$ cat src/rtl/cnt_timer_pkg.sv
package cnt_timer_pkg;

    // word select taken from address bits 3:2
    typedef enum logic [1:0] {
        SEL_START = 2'd0,
        SEL_COUNT = 2'd1,
        SEL_CTRL  = 2'd2,
        SEL_STAT  = 2'd3
    } reg_sel_e;

    // control word bit positions
    localparam int unsigned CTRL_RUN_BIT    = 0;
    localparam int unsigned CTRL_RELOAD_BIT = 1;
    localparam int unsigned CTRL_IE_BIT     = 2;
    localparam int unsigned CTRL_PSC_LSB    = 8;

    // status word bit positions
    localparam int unsigned STAT_EVENT_BIT  = 0;

endpackage

$ cat src/rtl/cnt_timer_regs.sv
module cnt_timer_regs
    import cnt_timer_pkg::*;
#(
    parameter int unsigned DATA_W = 32,
    parameter int unsigned ADDR_W = 4,
    parameter int unsigned PSC_W  = 8
) (
    input  logic              clk,
    input  logic              rst_n,
    input  logic [ADDR_W-1:0] bus_addr,
    input  logic              bus_we,
    input  logic [DATA_W-1:0] bus_wdata,
    output logic [DATA_W-1:0] bus_rdata,
    input  logic [DATA_W-1:0] cnt_val,
    input  logic              ev_flag,
    output logic              start_wr,
    output logic              stat_clr,
    output logic [DATA_W-1:0] start_val,
    output logic              run,
    output logic              reload,
    output logic              irq_en,
    output logic [PSC_W-1:0]  psc
);

    localparam int unsigned PSC_MSB = CTRL_PSC_LSB + PSC_W - 1;

    typedef struct packed {
        logic [DATA_W-1:0] start;
        logic              run;
        logic              reload;
        logic              ie;
        logic [PSC_W-1:0]  psc;
    } regs_t;

    regs_t    r_d, r_q;
    reg_sel_e sel;
    logic     wr_ctrl;

    always_comb begin
        sel      = reg_sel_e'(bus_addr[3:2]);
        start_wr = bus_we && (sel == SEL_START);
        wr_ctrl  = bus_we && (sel == SEL_CTRL);
        stat_clr = bus_we && (sel == SEL_STAT) && bus_wdata[STAT_EVENT_BIT];

        r_d = r_q;
        if (start_wr) begin
            r_d.start = bus_wdata;
        end
        if (wr_ctrl) begin
            r_d.run    = bus_wdata[CTRL_RUN_BIT];
            r_d.reload = bus_wdata[CTRL_RELOAD_BIT];
            r_d.ie     = bus_wdata[CTRL_IE_BIT];
            r_d.psc    = bus_wdata[PSC_MSB:CTRL_PSC_LSB];
        end
    end

    always_ff @(posedge clk or negedge rst_n) begin
        if (!rst_n) begin
            r_q <= '0;
        end else begin
            r_q <= r_d;
        end
    end

    // read mux
    always_comb begin
        bus_rdata = '0;
        unique case (sel)
            SEL_START: bus_rdata = r_q.start;
            SEL_COUNT: bus_rdata = cnt_val;
            SEL_CTRL: begin
                bus_rdata[CTRL_RUN_BIT]          = r_q.run;
                bus_rdata[CTRL_RELOAD_BIT]       = r_q.reload;
                bus_rdata[CTRL_IE_BIT]           = r_q.ie;
                bus_rdata[PSC_MSB:CTRL_PSC_LSB]  = r_q.psc;
            end
            SEL_STAT: bus_rdata[STAT_EVENT_BIT] = ev_flag;
            default:  bus_rdata = '0;
        endcase
    end

    assign start_val = r_q.start;
    assign run       = r_q.run;
    assign reload    = r_q.reload;
    assign irq_en    = r_q.ie;
    assign psc       = r_q.psc;

endmodule

$ cat src/rtl/cnt_timer_presc.sv
module cnt_timer_presc #(
    parameter int unsigned PSC_W = 8
) (
    input  logic             clk,
    input  logic             rst_n,
    input  logic             run,
    input  logic             restart,
    input  logic [PSC_W-1:0] psc,
    output logic             tick
);

    typedef struct packed {
        logic [PSC_W-1:0] phase;
    } presc_t;

    presc_t p_d, p_q;
    logic   wrap;

    always_comb begin
        wrap = (p_q.phase >= psc);
        tick = run && wrap;
        p_d  = p_q;
        if (!run || restart) begin
            p_d.phase = '0;
        end else if (wrap) begin
            p_d.phase = '0;
        end else begin
            p_d.phase = p_q.phase + 1'b1;
        end
    end

    always_ff @(posedge clk or negedge rst_n) begin
        if (!rst_n) begin
            p_q <= '0;
        end else begin
            p_q <= p_d;
        end
    end

endmodule

$ cat src/rtl/cnt_timer_core.sv
module cnt_timer_core #(
    parameter int unsigned DATA_W = 32
) (
    input  logic              clk,
    input  logic              rst_n,
    input  logic              tick,
    input  logic              start_wr,
    input  logic [DATA_W-1:0] wdata,
    input  logic [DATA_W-1:0] start_val,
    input  logic              reload,
    input  logic              stat_clr,
    output logic [DATA_W-1:0] cnt_val,
    output logic              ev_flag
);

    localparam logic [DATA_W-1:0] ONE = DATA_W'(1);

    typedef struct packed {
        logic [DATA_W-1:0] cnt;
        logic              ev;
    } core_t;

    core_t c_d, c_q;
    logic  step, hit_zero;

    always_comb begin
        step     = tick && !start_wr;
        hit_zero = step && (c_q.cnt == ONE);
        c_d      = c_q;

        if (start_wr) begin
            c_d.cnt = wdata;
        end else if (step) begin
            if (c_q.cnt != '0) begin
                c_d.cnt = c_q.cnt - ONE;
            end else if (reload) begin
                c_d.cnt = start_val;
            end
        end

        if (stat_clr) begin
            c_d.ev = 1'b0;
        end
        if (hit_zero) begin
            c_d.ev = 1'b1;
        end
    end

    always_ff @(posedge clk or negedge rst_n) begin
        if (!rst_n) begin
            c_q <= '0;
        end else begin
            c_q <= c_d;
        end
    end

    assign cnt_val = c_q.cnt;
    assign ev_flag = c_q.ev;

endmodule

$ cat src/rtl/cnt_timer.sv
module cnt_timer #(
    parameter int unsigned DATA_W = 32,
    parameter int unsigned ADDR_W = 4,
    parameter int unsigned PSC_W  = 8
) (
    input  logic              clk,
    input  logic              rst_n,
    input  logic [ADDR_W-1:0] bus_addr,
    input  logic              bus_we,
    input  logic [DATA_W-1:0] bus_wdata,
    output logic [DATA_W-1:0] bus_rdata,
    output logic              irq
);

    logic              start_wr;
    logic              stat_clr;
    logic [DATA_W-1:0] start_val;
    logic              run;
    logic              reload;
    logic              irq_en;
    logic [PSC_W-1:0]  psc;
    logic              tick;
    logic [DATA_W-1:0] cnt_val;
    logic              ev_flag;

    cnt_timer_regs #(
        .DATA_W (DATA_W),
        .ADDR_W (ADDR_W),
        .PSC_W  (PSC_W)
    ) u_regs (
        .clk       (clk),
        .rst_n     (rst_n),
        .bus_addr  (bus_addr),
        .bus_we    (bus_we),
        .bus_wdata (bus_wdata),
        .bus_rdata (bus_rdata),
        .cnt_val   (cnt_val),
        .ev_flag   (ev_flag),
        .start_wr  (start_wr),
        .stat_clr  (stat_clr),
        .start_val (start_val),
        .run       (run),
        .reload    (reload),
        .irq_en    (irq_en),
        .psc       (psc)
    );

    cnt_timer_presc #(
        .PSC_W (PSC_W)
    ) u_presc (
        .clk     (clk),
        .rst_n   (rst_n),
        .run     (run),
        .restart (start_wr),
        .psc     (psc),
        .tick    (tick)
    );

    cnt_timer_core #(
        .DATA_W (DATA_W)
    ) u_core (
        .clk       (clk),
        .rst_n     (rst_n),
        .tick      (tick),
        .start_wr  (start_wr),
        .wdata     (bus_wdata),
        .start_val (start_val),
        .reload    (reload),
        .stat_clr  (stat_clr),
        .cnt_val   (cnt_val),
        .ev_flag   (ev_flag)
    );

    assign irq = ev_flag && irq_en;

endmodule

$ cat config.mk
export PLATFORM = sky130hd
export DESIGN_NAME = cnt_timer
export DESIGN_NICKNAME = d
export VERILOG_FILES = /design/src/rtl/cnt_timer_pkg.sv /design/src/rtl/cnt_timer_regs.sv /design/src/rtl/cnt_timer_presc.sv /design/src/rtl/cnt_timer_core.sv /design/src/rtl/cnt_timer.sv
export SDC_FILE = /design/constraint.sdc
export NUM_CORES = 1
export LEC_CHECK = 0
export ABC_CLOCK_PERIOD_IN_PS = 3100
export BUFFER_PORTS_ARGS = -buffer_cell sky130_fd_sc_hd__buf_2
export CAP_MARGIN = 20
export CORE_MARGIN = 10
export CORE_UTILIZATION = 28
export DETAILED_ROUTE_END_ITERATION = 8
export PLACE_DENSITY = 0.45
export SLEW_MARGIN = 25
export SYNTH_ARGS = -nofsm -noshare
export SYNTH_HDL_FRONTEND = slang
export SYNTH_SLANG_ARGS = --single-unit
export TNS_END_PERCENT = 1
$ cat constraint.sdc
create_clock -name clk -period 3.1 [get_ports clk]
set_clock_uncertainty 0.1 [all_clocks]
set_input_delay 0.62 -clock clk [delete_from_list [all_inputs] [get_ports clk]]
set_output_delay 0.62 -clock clk [all_outputs]
set_load 0.005 [all_outputs]
Yosys cells after proc, flatten, opt, wreduce, memory -nomap -nowiden. Cells that the tools add are included.

Register bits: 84. Bits in latches: 0. Memory bits (writable): 0. Bits in read-only memories: 0. Logic and storage cells: 45. Memories: 0.

Add/sub/neg operators: 2. Multipliers: 0. Divide/modulo/power cells: 0. Magnitude comparators: 1. Equality and inequality tests: 4. Shifts and indexed selects: 0. Multiplexer cells: 13. Bitwise operators: 0. Reductions and logical operators: 17.

Operator list (count): 2-to-1 mux 32 bit (4); == test 32 x 1 -> 1 bit, second input constant (1); case mux 16 bit (2 select lines) (1); nonzero test 32 bit (1); subtractor 32 x 1 -> 32 bit, second input constant (1); case mux 8 bit (3 select lines) (1); 2-to-1 mux 8 bit (2); case mux 5 bit (2 select lines) (1); adder 8 x 1 -> 8 bit, second input constant (1); >= comparator 8 bit (1); logical AND 1 bit (8); case mux 2 bit (3 select lines) (1); == test 2 bit, second input constant (2); case mux 1 bit (4 select lines) (1); nonzero test 2 bit (2); nonzero test 3 bit (1); == test 2 x 1 -> 1 bit, second input constant (1); zero test 1 bit (2); zero test 2 bit (1); 2-to-1 mux 1 bit (2); AND reduction 2 bit (1); logical OR 1 bit (1).

Longest topological paths before layout. Gate-level depths: netlist of the first run.

Depth in word-level cells: 6. Gate-level depth with buffers: 10. Depth with buffers taken out: 8.

Modules after synthesis. Synthesis of the first run repeated with hierarchy kept, for this count alone.

Cell total of the unflattened synthesis: 535. Area total of the unflattened synthesis: 5422.7 um^2.

By module, submodules not included: cnt_timer_core (times used 1, cells each 310, area an instance 2646.3 um^2, sequential area each 825.8 um^2); cnt_timer_regs (times used 1, cells each 166, area an instance 2192.1 um^2, sequential area each 1076.0 um^2); cnt_timer_presc (times used 1, cells each 58, area an instance 578.1 um^2, sequential area each 200.2 um^2); cnt_timer (times used 1, cells each 1, area an instance 6.3 um^2, sequential area each 0.0 um^2).

Worst setup path after synthesis of the first run. No wires, ideal clock.

Kind: reg2reg. From: reg u_core.c_q, in the netlist u_core.cnt_val[0]. To: reg u_core.c_q, in the netlist u_core.cnt_val[18]. Setup time: 76 ps. Arrival: 2626 ps. Required time: 2924 ps. Setup slack: 298 ps. Stages on the path, launching flop included: 9. Cells stage by stage: dfrtp_1 inv_1 ha_1 or3b_2 or3_4 or3_4 or4_1 and3_1 o21ai_1.

Longest elaborated chain between the ends: 4.

Ends and longest elaborated chain: from (decl) (RTL line cnt_timer_core.sv:23) `core_t c_d, c_q;`; from (signal assigned) (RTL line cnt_timer_core.sv:51) `c_q <= '0;`; from (signal assigned) (RTL line cnt_timer_core.sv:53) `c_q <= c_d;`; subtractor 32 x 1 -> 32 bit or nonzero test 32 bit (tied branches) (RTL line cnt_timer_core.sv:35, cnt_timer_core.sv:34); 2-to-1 mux 32 bit (RTL line cnt_timer_core.sv:34) `if (c_q.cnt != '0) begin`; 2-to-1 mux 32 bit (RTL line cnt_timer_core.sv:33) `end else if (step) begin`; 2-to-1 mux 32 bit (RTL line cnt_timer_core.sv:31) `if (start_wr) begin`.

Several ways; a longest one is shown, not always the timed one. The select of a mux whose other input is x is not followed. A chain may end at the register's enable or synchronous reset.

Worst setup path in the final report of the first run.
From: reg u_core.c_q, in the netlist u_core.cnt_val[11]. To: reg u_core.c_q, in the netlist u_core.cnt_val[25].

Same word-level chain as after synthesis.

==> impl_metrics.yaml, run 1 <==
clocking:
  cts_hold_buf: 0
  clk_pin_slew_ns: 0.07
  post_cts_buffers: 0
  post_cts_resized: 0
  cts-htree-levels: 3
  cts_root_buf: "clkbuf_16"
  cts_tree: "done"
  cts_max_path_buffers: 2
  clkLatencyLatePin_ns: 0.35
  clock_sinks: 84
  cts_buffers: 9
cells_and_area:
  design_area_um2: 6200
  area_growth_pct: 20.7
  n_antenna_cell: 0
  nFillCells: 1941
  final_nets: 733
  drive_above_1_share_pct: 21.1
  layout.cells.non_filler: 917
run_status:
  status: "completed"
placement:
  dp.cells: 901
  gp_congestion: 0.823
  portBuffers: 69
  dpl_cell_area_um2: 5920
  dp_hpwl_um: 12400
sta:
  slew_viol_final: 0
  setup_tns_ns: 0
  layout_min_cycle_time_ns: 2.90
  rsz0062_at_grt: "false"
  fmax_mhz: 344
  final-setup-viol-count: 0
  tightestPinTransition_ns: 0.729
  relSlewSlack_pct: 51.3
  layout_worst_path_cycle_share_pct: 93.7
  fin_hold_ws_ns: 0.144
  hold_violations: 0
detailed_routing:
  wire_per_inst_um: 18.1
  postRouteAntennaNets: 0
  drt_iter0_drc: 239
  wirelength_um: 16600
  via_count: 4672
  drt_pass1_iterations: 4
  vias_per_cell: 5.09
  drc: 0
critical_path:
  path_max_fanout: 7
  startpoint_type: "flop"
  cp-end-kind: "flop"
  required_ns: 3.24
  arrival_ns: 3.04
  slowest_delay_ns: 0.70
  cp_cell_sequence: "or4_1 > nor4_2 > buf_4 > nand2_1 > nor4b_1 > a31oi_1 > o22a_1"
  cp_slowest_cell: "or4_1"
  path_class: "reg2reg"
floorplanning:
  die_x_um: 155
  rows: 49
  die_area_um2: 24200
  pin_count: 72
  coreArea_um2: 18000
  die_h_um: 155
  initial_utilization_pct: 28.5
worst_hold_path:
  worstHoldPathType: "in2async"
logic_synthesis:
  synthCells: 605
  ys_warn_count: 0
  ys_seq_elements: 84
  synthFlopType: "dfrtp_1"
  ys_seq_area_share_pct: 40.9
  syn_avg_cell_area_um2: 8.49
  synthArstFlopShare_pct: 100
  netlist_area_um2: 5140
  yosysUniqueCellTypes: 59
  syn_nets: 655
  synth_edf_count: 0
global_route:
  grt_pass1_wl_um: 26900
  grt_max_degree: 48
  grt_pass1_vias: 4750
  grt.overflow.total: 0
  track_usage_pct: 13.8
  antenna_found_initial: 0
run:
  cap_violations: 0
power:
  peakVddDrop_uv: 297
  finalPower_w: 0.00337
  powerDensity_nw_per_um2: 543
  leakage_nw: 2.89
[cell usage in the layout (no fill, tap or decap), drive strengths merged, types with 2 or more instances in the layout]
| cell | count |
|---|---|
| o211ai | 14 |
| nor3 | 13 |
| a31oi | 12 |
| nor4b | 2 |
| nor4 | 8 |
| mux2 | 11 |
| and3 | 7 |
| a21o | 4 |
| mux2i | 33 |
| clkinv | 3 |
| a21oi | 25 |
| o21a | 4 |
| inv | 15 |
| nand2 | 114 |
| a22o | 2 |
| o22a | 3 |
| ha | 11 |
| o21ba | 2 |
| nor2 | 69 |
| or4 | 13 |
| xor2 | 8 |
| a41oi | 2 |
| buf | 107 |
| o311ai | 3 |
| o41ai | 3 |
| clkbuf | 11 |
| a211oi | 3 |
| and2 | 5 |
| o21bai | 2 |
| o21ai | 33 |
| or3 | 8 |
| or2 | 2 |
| dfrtp | 84 |
| a211o | 2 |
| o2bb2ai | 3 |
| nand4 | 4 |
| xnor2 | 3 |
| nand3 | 16 |
| o2111ai | 4 |
| nand2b | 5 |
[power breakdown]
part           internal, W  total [W]  leakage, nW  switching (W)
Combinational     0.000364   0.000785         1.73       0.000421
Clock             0.000621    0.00108        0.139       0.000455
Sequential         0.00129    0.00151         1.02       0.000217
Total              0.00227    0.00337         2.89        0.00109
[kinds of logic (layout without fill, tap and decap cells)]
family	Yosys count	count (layout)	synth area share, %
AND/OR/NAND/NOR	272	272	24.7
multiplexers	45	45	9.28
XOR/XNOR	11	11	1.87
AO/OA/AOI/OAI	127	127	16.2
adder cells (fa/ha/maj)	11	11	2.68
flip-flops	84	84	40.9
buffers and inverters	55	138	4.36
[state kept, by name (all words and copies together), names as in the netlist]
register	cells
u_regs.psc	8
u_regs.run	1
u_regs.start_val	32
u_presc.p_q	8
u_regs.reload	1
u_core.ev_flag	1
u_regs.irq_en	1
u_core.cnt_val	32
[layer usage]
layer | up-vias | global-route usage, % | routed length, um
met1 | 2241 | 18.2 | 7810
met3 | 16 | 3.23 | 711
met2 | 99 | 22.2 | 7850
met5 | - | 0 | 0
li1 | 2316 | - | -
met4 | 0 | 3.39 | 199
[metrics by stage]
step | utilization [%] | setup slack, ns
after floorplan | - | 0.298
after global placement | 32.8 | 0.271
after detailed placement | 32.8 | 0.255
after CTS | 34.4 | 0.232
after global routing | 34.4 | 0.0371
final | 34.4 | 0.196
[worst max-delay path, delay by kind of cell (launching register included)]
family / cells / cell delay [ns]
simple gates: 4 / 1.72
flops: 1 / 0.37
compound gates: 2 / 0.37
buf+inv: 1 / 0.22
[cells in the mapped netlist (8+ instances only)]
master / count / area [um^2]
nand2_1: 114 / 428
dfrtp_1: 84 / 2100
nor2_1: 68 / 255
mux2i_1: 33 / 330
o21ai_0: 30 / 150
a21oi_1: 25 / 125
clkbuf_1: 22 / 82.6
nand3_1: 16 / 80.1
inv_1: 15 / 56.3
o211ai_1: 14 / 105
nor3_1: 13 / 65.1
or4_1: 13 / 97.6
a31oi_1: 12 / 75.1
buf_1: 11 / 41.3
ha_1: 11 / 138
mux2_2: 11 / 124
xor2_1: 8 / 70.1
[area by class of cell]
cell class	instances	area (um^2)	area share, %
clock inverters	5	52.6	0.847
clock buffers	11	233	3.75
inverters	15	56.3	0.907
repair buffers	107	658	10.6
multi-input cells	466	2820	45.4
flip-flops and latches	84	2100	33.9
well taps	229	287	4.62
[worst paths after layout]
check	slack, ns	startpoint	to	cells after the start
min in group clk	0.38	bus_wdata[5]	u_regs.start_val[5]	3
worst max register to register	0.20	u_core.cnt_val[11]	u_core.cnt_val[25]	7
worst min register to register	0.40	u_regs.start_val[24]	u_regs.start_val[24]	2
worst max-delay path	0.20	u_core.cnt_val[11]	u_core.cnt_val[25]	7
max in group asynchronous	2.10	rst_n	u_presc.p_q[6]	2
worst min-delay path	0.14	rst_n	u_regs.start_val[31]	1
(Power assumes the default switching activity.)
==> inputs of run 2 (changes only) <==
--- a/config.mk
+++ b/config.mk
@@ -5,6 +5,7 @@
 export SDC_FILE = /design/constraint.sdc
 export NUM_CORES = 1
 export LEC_CHECK = 0
+export ABC_AREA = 1
 export ABC_CLOCK_PERIOD_IN_PS = 3100
 export BUFFER_PORTS_ARGS = -buffer_cell sky130_fd_sc_hd__buf_2
 export CAP_MARGIN = 20
==> impl_metrics.yaml, run 2 <==
floorplanning:
  coreArea_um2: 18700
  die_x_um: 158
  pin_count: 72
  die_area_um2: 25000
  rows: 50
  initial_utilization_pct: 28.5
  die_h_um: 158
clocking:
  cts_hold_buf: 0
  cts_root_buf: "clkbuf_16"
  cts-htree-levels: 3
  clock_sinks: 84
  clk_pin_slew_ns: 0.06
  cts_tree: "done"
  clkLatencyLatePin_ns: 0.35
  post_cts_buffers: 0
  cts_max_path_buffers: 2
  cts_buffers: 9
  post_cts_resized: 0
detailed_routing:
  postRouteAntennaNets: 0
  drc: 0
  via_count: 4922
  wirelength_um: 16400
  wire_per_inst_um: 15.5
  drt_iter0_drc: 254
  drt_pass1_iterations: 4
  vias_per_cell: 4.64
cells_and_area:
  nFillCells: 2062
  area_growth_pct: 16.5
  final_nets: 872
  drive_above_1_share_pct: 14.3
  n_antenna_cell: 0
  final_common_cell: "nand2_1"
  mostFrequentLayoutCells: "nand2_1, inv_1, dfrtp_1"
sta:
  hold_violations: 0
  setup_tns_ns: 0
  relSlewSlack_pct: 57.4
  tightestPinTransition_ns: 0.639
  slew_viol_final: 0
  fin_hold_ws_ns: 0.153
  rsz0062_at_grt: "false"
  fmax_mhz: 372
  final-setup-viol-count: 0
  layout_worst_path_cycle_share_pct: 86.6
  layout_min_cycle_time_ns: 2.69
power:
  finalPower_w: 0.00447
  peakVddDrop_uv: 300
  powerDensity_nw_per_um2: 719
  leakage_nw: 3.23
critical_path:
  arrival_ns: 2.81
  r2r_slack_ns: 0.41
  reg2regPathDepth: 11
  required_ns: 3.22
  startpoint_type: "flop"
  path_class: "reg2reg"
  timing.rr.start: "u_core.cnt_val[0]"
  r2r-end: "u_core.cnt_val[5]"
  cp-end-kind: "flop"
  path_max_fanout: 45
run:
  cap_violations: 0
logic_synthesis:
  synth.area.top_cells: "dfrtp_1, nand2_1, nand3_1"
  synth_edf_count: 0
  ys_seq_elements: 84
  netlist_area_um2: 5340
  synth_most_common_cell: "nand2_1"
  synthArstFlopShare_pct: 100
  synthCells: 761
  ys_seq_area_share_pct: 39.4
  yosysUniqueCellTypes: 30
  syn_avg_cell_area_um2: 7.02
  synth_top_area_cell: "dfrtp_1"
  synth_top_area_share_pct: 39.4
  ys_warn_count: 0
  synthFlopType: "dfrtp_1"
  synth_common_cells: "nand2_1, inv_1, dfrtp_1"
  syn_nets: 811
global_route:
  grt_max_degree: 62
  grt_pass1_wl_um: 26500
  antenna_found_initial: 0
  grt.overflow.total: 0
  grt_pass1_vias: 4868
  track_usage_pct: 13.5
placement:
  portBuffers: 69
  dp_hpwl_um: 12100
  gp_congestion: 0.827
worst_hold_path:
  worstHoldPathType: "in2async"
run_status:
  status: "completed"
[run 2: changes by cell type after synthesis, moves of 10 or more]
cell and delta:
o21ai_0 +13, or4_1 -13, xor2_1 +11, nand3_1 +57
a21oi_1 -14, o211ai_1 -14, inv_1 +74, o21ai_2 +10
o22ai_1 +18, nand2_1 +139, clkbuf_1 -12, mux2i_1 -33
a31oi_1 -12
[run 2: worst max-delay path: stages (launching register included)]
cell and delay (ns):
dfrtp_1 0.43, inv_1 0.12, ha_1 0.28, nand2_2 0.11
nor2_4 0.22, nand3_4 0.15, nor2_8 0.16, nand2_4 0.06
nand3_4 0.26, nand2_4 0.38, nand2_1 0.20, o21ai_2 0.07
[run 2: layout make-up]
type | instances | area, um^2 | share of cell area (%)
multi-input combinational | 557 | 2750 | 44.1
timing repair buffer | 79 | 435 | 7.00
inverter | 91 | 342 | 5.49
clock buffer | 13 | 260 | 4.18
sequential | 84 | 2100 | 33.8
clock inverter | 3 | 45.0 | 0.724
tap | 234 | 293 | 4.71
[run 2: power by group]
| group | switching, W | total (W) | internal (W) |
|---|---|---|---|
| combinational | 0.00117 | 0.00178 | 0.000611 |
| clock | 0.000462 | 0.00113 | 0.000670 |
| sequential | 0.000221 | 0.00156 | 0.00134 |
[run 2: logic make-up after synthesis]
| family | after synthesis | share of synthesized area [%] |
|---|---|---|
| and+or+nand+nor | 427 | 34.0 |
| adders and majority gates | 11 | 2.58 |
| AOI/OAI and AO/OA | 96 | 10.9 |
| DFF | 84 | 39.4 |
| buffers and inverters | 120 | 9.33 |
| muxes | 2 | 0.422 |
| xor gates and xnor gates | 21 | 3.44 |
[run 2: worst max path at each step]
stage	depth (start not counted)	start	slack [ns]	to
floorplan	4	bus_addr[2]	1.08	bus_rdata[11]
global placement	11	u_core.cnt_val[0]	0.40	u_core.cnt_val[5]
detailed placement	11	u_core.cnt_val[0]	0.39	u_core.cnt_val[27]
CTS	11	u_core.cnt_val[0]	0.37	u_core.cnt_val[7]
global route	11	u_core.cnt_val[0]	0.14	u_core.cnt_val[5]
finish	11	u_core.cnt_val[0]	0.41	u_core.cnt_val[5]
[run 2: per-stage QoR]
step	std cells	instance area, um^2	utilization [%]	setup slack (ns)
floorplan	761	5340	-	1.08
global placement	1045	5920	31.6	0.402
detailed placement	1045	5920	31.6	0.388
CTS	1061	6220	33.3	0.370
global route	1061	6220	33.3	0.137
finish	1061	6220	33.3	0.415
[run 2: routing by layer]
metal  vias up  wire [um]  part of all wire (%)  GRT usage [%]
li1       2567          -                     -              -
met4         0        184                   1.1           3.66
met5         -          0                     0              0
met3        12        801                   4.9           3.28
met2        78       7660                    47           21.9
met1      2265       7760                    47           17.4
==> inputs of run 3 (changes only) <==
--- a/config.mk
+++ b/config.mk
@@ -6,11 +6,12 @@
 export NUM_CORES = 1
 export LEC_CHECK = 0
 export ABC_AREA = 1
-export ABC_CLOCK_PERIOD_IN_PS = 3100
+export ABC_CLOCK_PERIOD_IN_PS = 2820
 export BUFFER_PORTS_ARGS = -buffer_cell sky130_fd_sc_hd__buf_2
 export CAP_MARGIN = 20
 export CORE_MARGIN = 10
 export CORE_UTILIZATION = 28
+export CTS_BUF_LIST = sky130_fd_sc_hd__clkbuf_2 sky130_fd_sc_hd__clkbuf_4 sky130_fd_sc_hd__clkbuf_8
 export DETAILED_ROUTE_END_ITERATION = 8
 export PLACE_DENSITY = 0.45
 export SLEW_MARGIN = 25
==> constraint.sdc (replaced) <==
create_clock -name clk -period 2.82 [get_ports clk]
set_clock_uncertainty 0.1 [all_clocks]
set_input_delay 0.564 -clock clk [delete_from_list [all_inputs] [get_ports clk]]
set_output_delay 0.564 -clock clk [all_outputs]
set_load 0.005 [all_outputs]
==> impl_metrics.yaml, run 3 (synthesized netlist as in run 2, its figures left out) <==
cells_and_area:
  drive_above_1_share_pct: 15.0
  multiInputGateArea_um2: 2750
  nFillCells: 2103
  final_nets: 878
  mostFrequentLayoutCells: "nand2_1, inv_1, dfrtp_1"
  regArea_um2: 2100
  area_growth_pct: 16.3
  design_area_um2: 6210
  n_antenna_cell: 0
  final_common_cell: "nand2_1"
sta:
  hold_violations: 0
  rsz0062_at_grt: "false"
  tightestPinTransition_ns: 0.636
  slew_viol_final: 0
  relSlewSlack_pct: 57.5
  layout_worst_path_cycle_share_pct: 85.3
  layout_min_cycle_time_ns: 2.41
  setup_tns_ns: 0
  final-setup-viol-count: 0
  fmax_mhz: 416
floorplanning:
  pin_count: 72
  die_h_um: 158
  rows: 50
  coreArea_um2: 18700
  initial_utilization_pct: 28.5
  die_area_um2: 25000
  die_x_um: 158
global_route:
  grt_pass1_wl_um: 27200
  grt_pass1_vias: 4986
  track_usage_pct: 13.8
  antenna_found_initial: 0
  grt.overflow.total: 0
  grt_max_degree: 62
detailed_routing:
  drt_iter0_drc: 309
  wirelength_um: 16900
  postRouteAntennaNets: 0
  vias_per_cell: 4.65
  via_count: 4955
  drc: 0
  wire_per_inst_um: 15.8
  drt_pass1_iterations: 5
critical_path:
  required_ns: 2.96
  startpoint_type: "flop"
  path_max_fanout: 45
  path_class: "reg2reg"
  arrival_ns: 2.55
  cp-end-kind: "flop"
power:
  finalPower_w: 0.00471
  leakage_nw: 3.23
  powerDensity_nw_per_um2: 759
  peakVddDrop_uv: 301
clocking:
  cts_max_path_buffers: 2
  cts_tree: "done"
  post_cts_resized: 0
  clkLatencyLatePin_ns: 0.38
  clk_pin_slew_ns: 0.09
  cts_root_buf: "clkbuf_8"
  clock_sinks: 84
  post_cts_buffers: 0
  cts_buffers: 9
  cts_hold_buf: 0
  cts-htree-levels: 3
worst_hold_path:
  worstHoldPathType: "in2async"
placement:
  dpl_cell_area_um2: 5990
  gp_congestion: 0.849
  portBuffers: 69
  dp_hpwl_um: 12600
run_status:
  status: "completed"
run:
  cap_violations: 0
==> run 3: area by class of cell <==
class                      instances  area share, %
timing repair buffer              85           8.14
clock inverter                     4           1.17
inverter                          91           5.50
sequential                        84           33.8
tap                              234           4.71
multi-input combinational        557           44.2
clock buffer                      11           2.44
==> run 3: path summary, 6_finish.rpt <==
check                             startpoint              endpoint  slack [ns]  cells past startpoint
min                                    rst_n   u_regs.start_val[5]        0.04                      1
max                        u_core.cnt_val[0]     u_core.cnt_val[5]        0.41                     11
min in group clk               bus_wdata[31]  u_regs.start_val[31]        0.31                      3
max reg2reg                u_core.cnt_val[0]     u_core.cnt_val[5]        0.41                     11
max in group asynchronous              rst_n    u_core.cnt_val[28]        1.93                      2
min reg2reg                   u_presc.p_q[0]        u_presc.p_q[0]        0.39                      1
==> run 3: per-layer routing <==
layer	share of wire, %	global-route usage (%)	wire length [um]
met5	0	0	0
met4	1.4	4.32	234
met3	4.7	2.69	789
met2	45	21.7	7660
met1	49	18.7	8180
==> run 3: per-stage QoR <==
step / instances / setup WS (ns) / hold WS [ns] / util (%)
2_1_floorplan: 761 / 0.830 / 0.168 / -
3_3_place_gp: 1051 / 0.432 / 0.384 / 32.0
3_5_place_dp: 1051 / 0.402 / 0.384 / 32.0
4_1_cts: 1066 / 0.380 / 0.0454 / 33.2
5_1_grt: 1066 / 0.165 / 0.0683 / 33.2
6_report: 1066 / 0.414 / 0.0406 / 33.2
==> run 3: where the power goes <==
group / total (W) / switching, W / internal (W)
clock network: 0.00101 / 0.000468 / 0.000541
registers: 0.00172 / 0.000251 / 0.00147
logic: 0.00198 / 0.00129 / 0.000688
total: 0.00471 / 0.00201 / 0.00270
==> run 3: worst max-delay path: stages, from the launching register on <==
cell and delay, ns:
dfrtp_1 0.43, inv_1 0.12, ha_1 0.19, nand2_2 0.09
nor2_4 0.14, nand3_4 0.13, nor2_8 0.31, nand2_4 0.08
nand3_4 0.10, nand2_4 0.31, nand2_1 0.19, o21ai_2 0.07
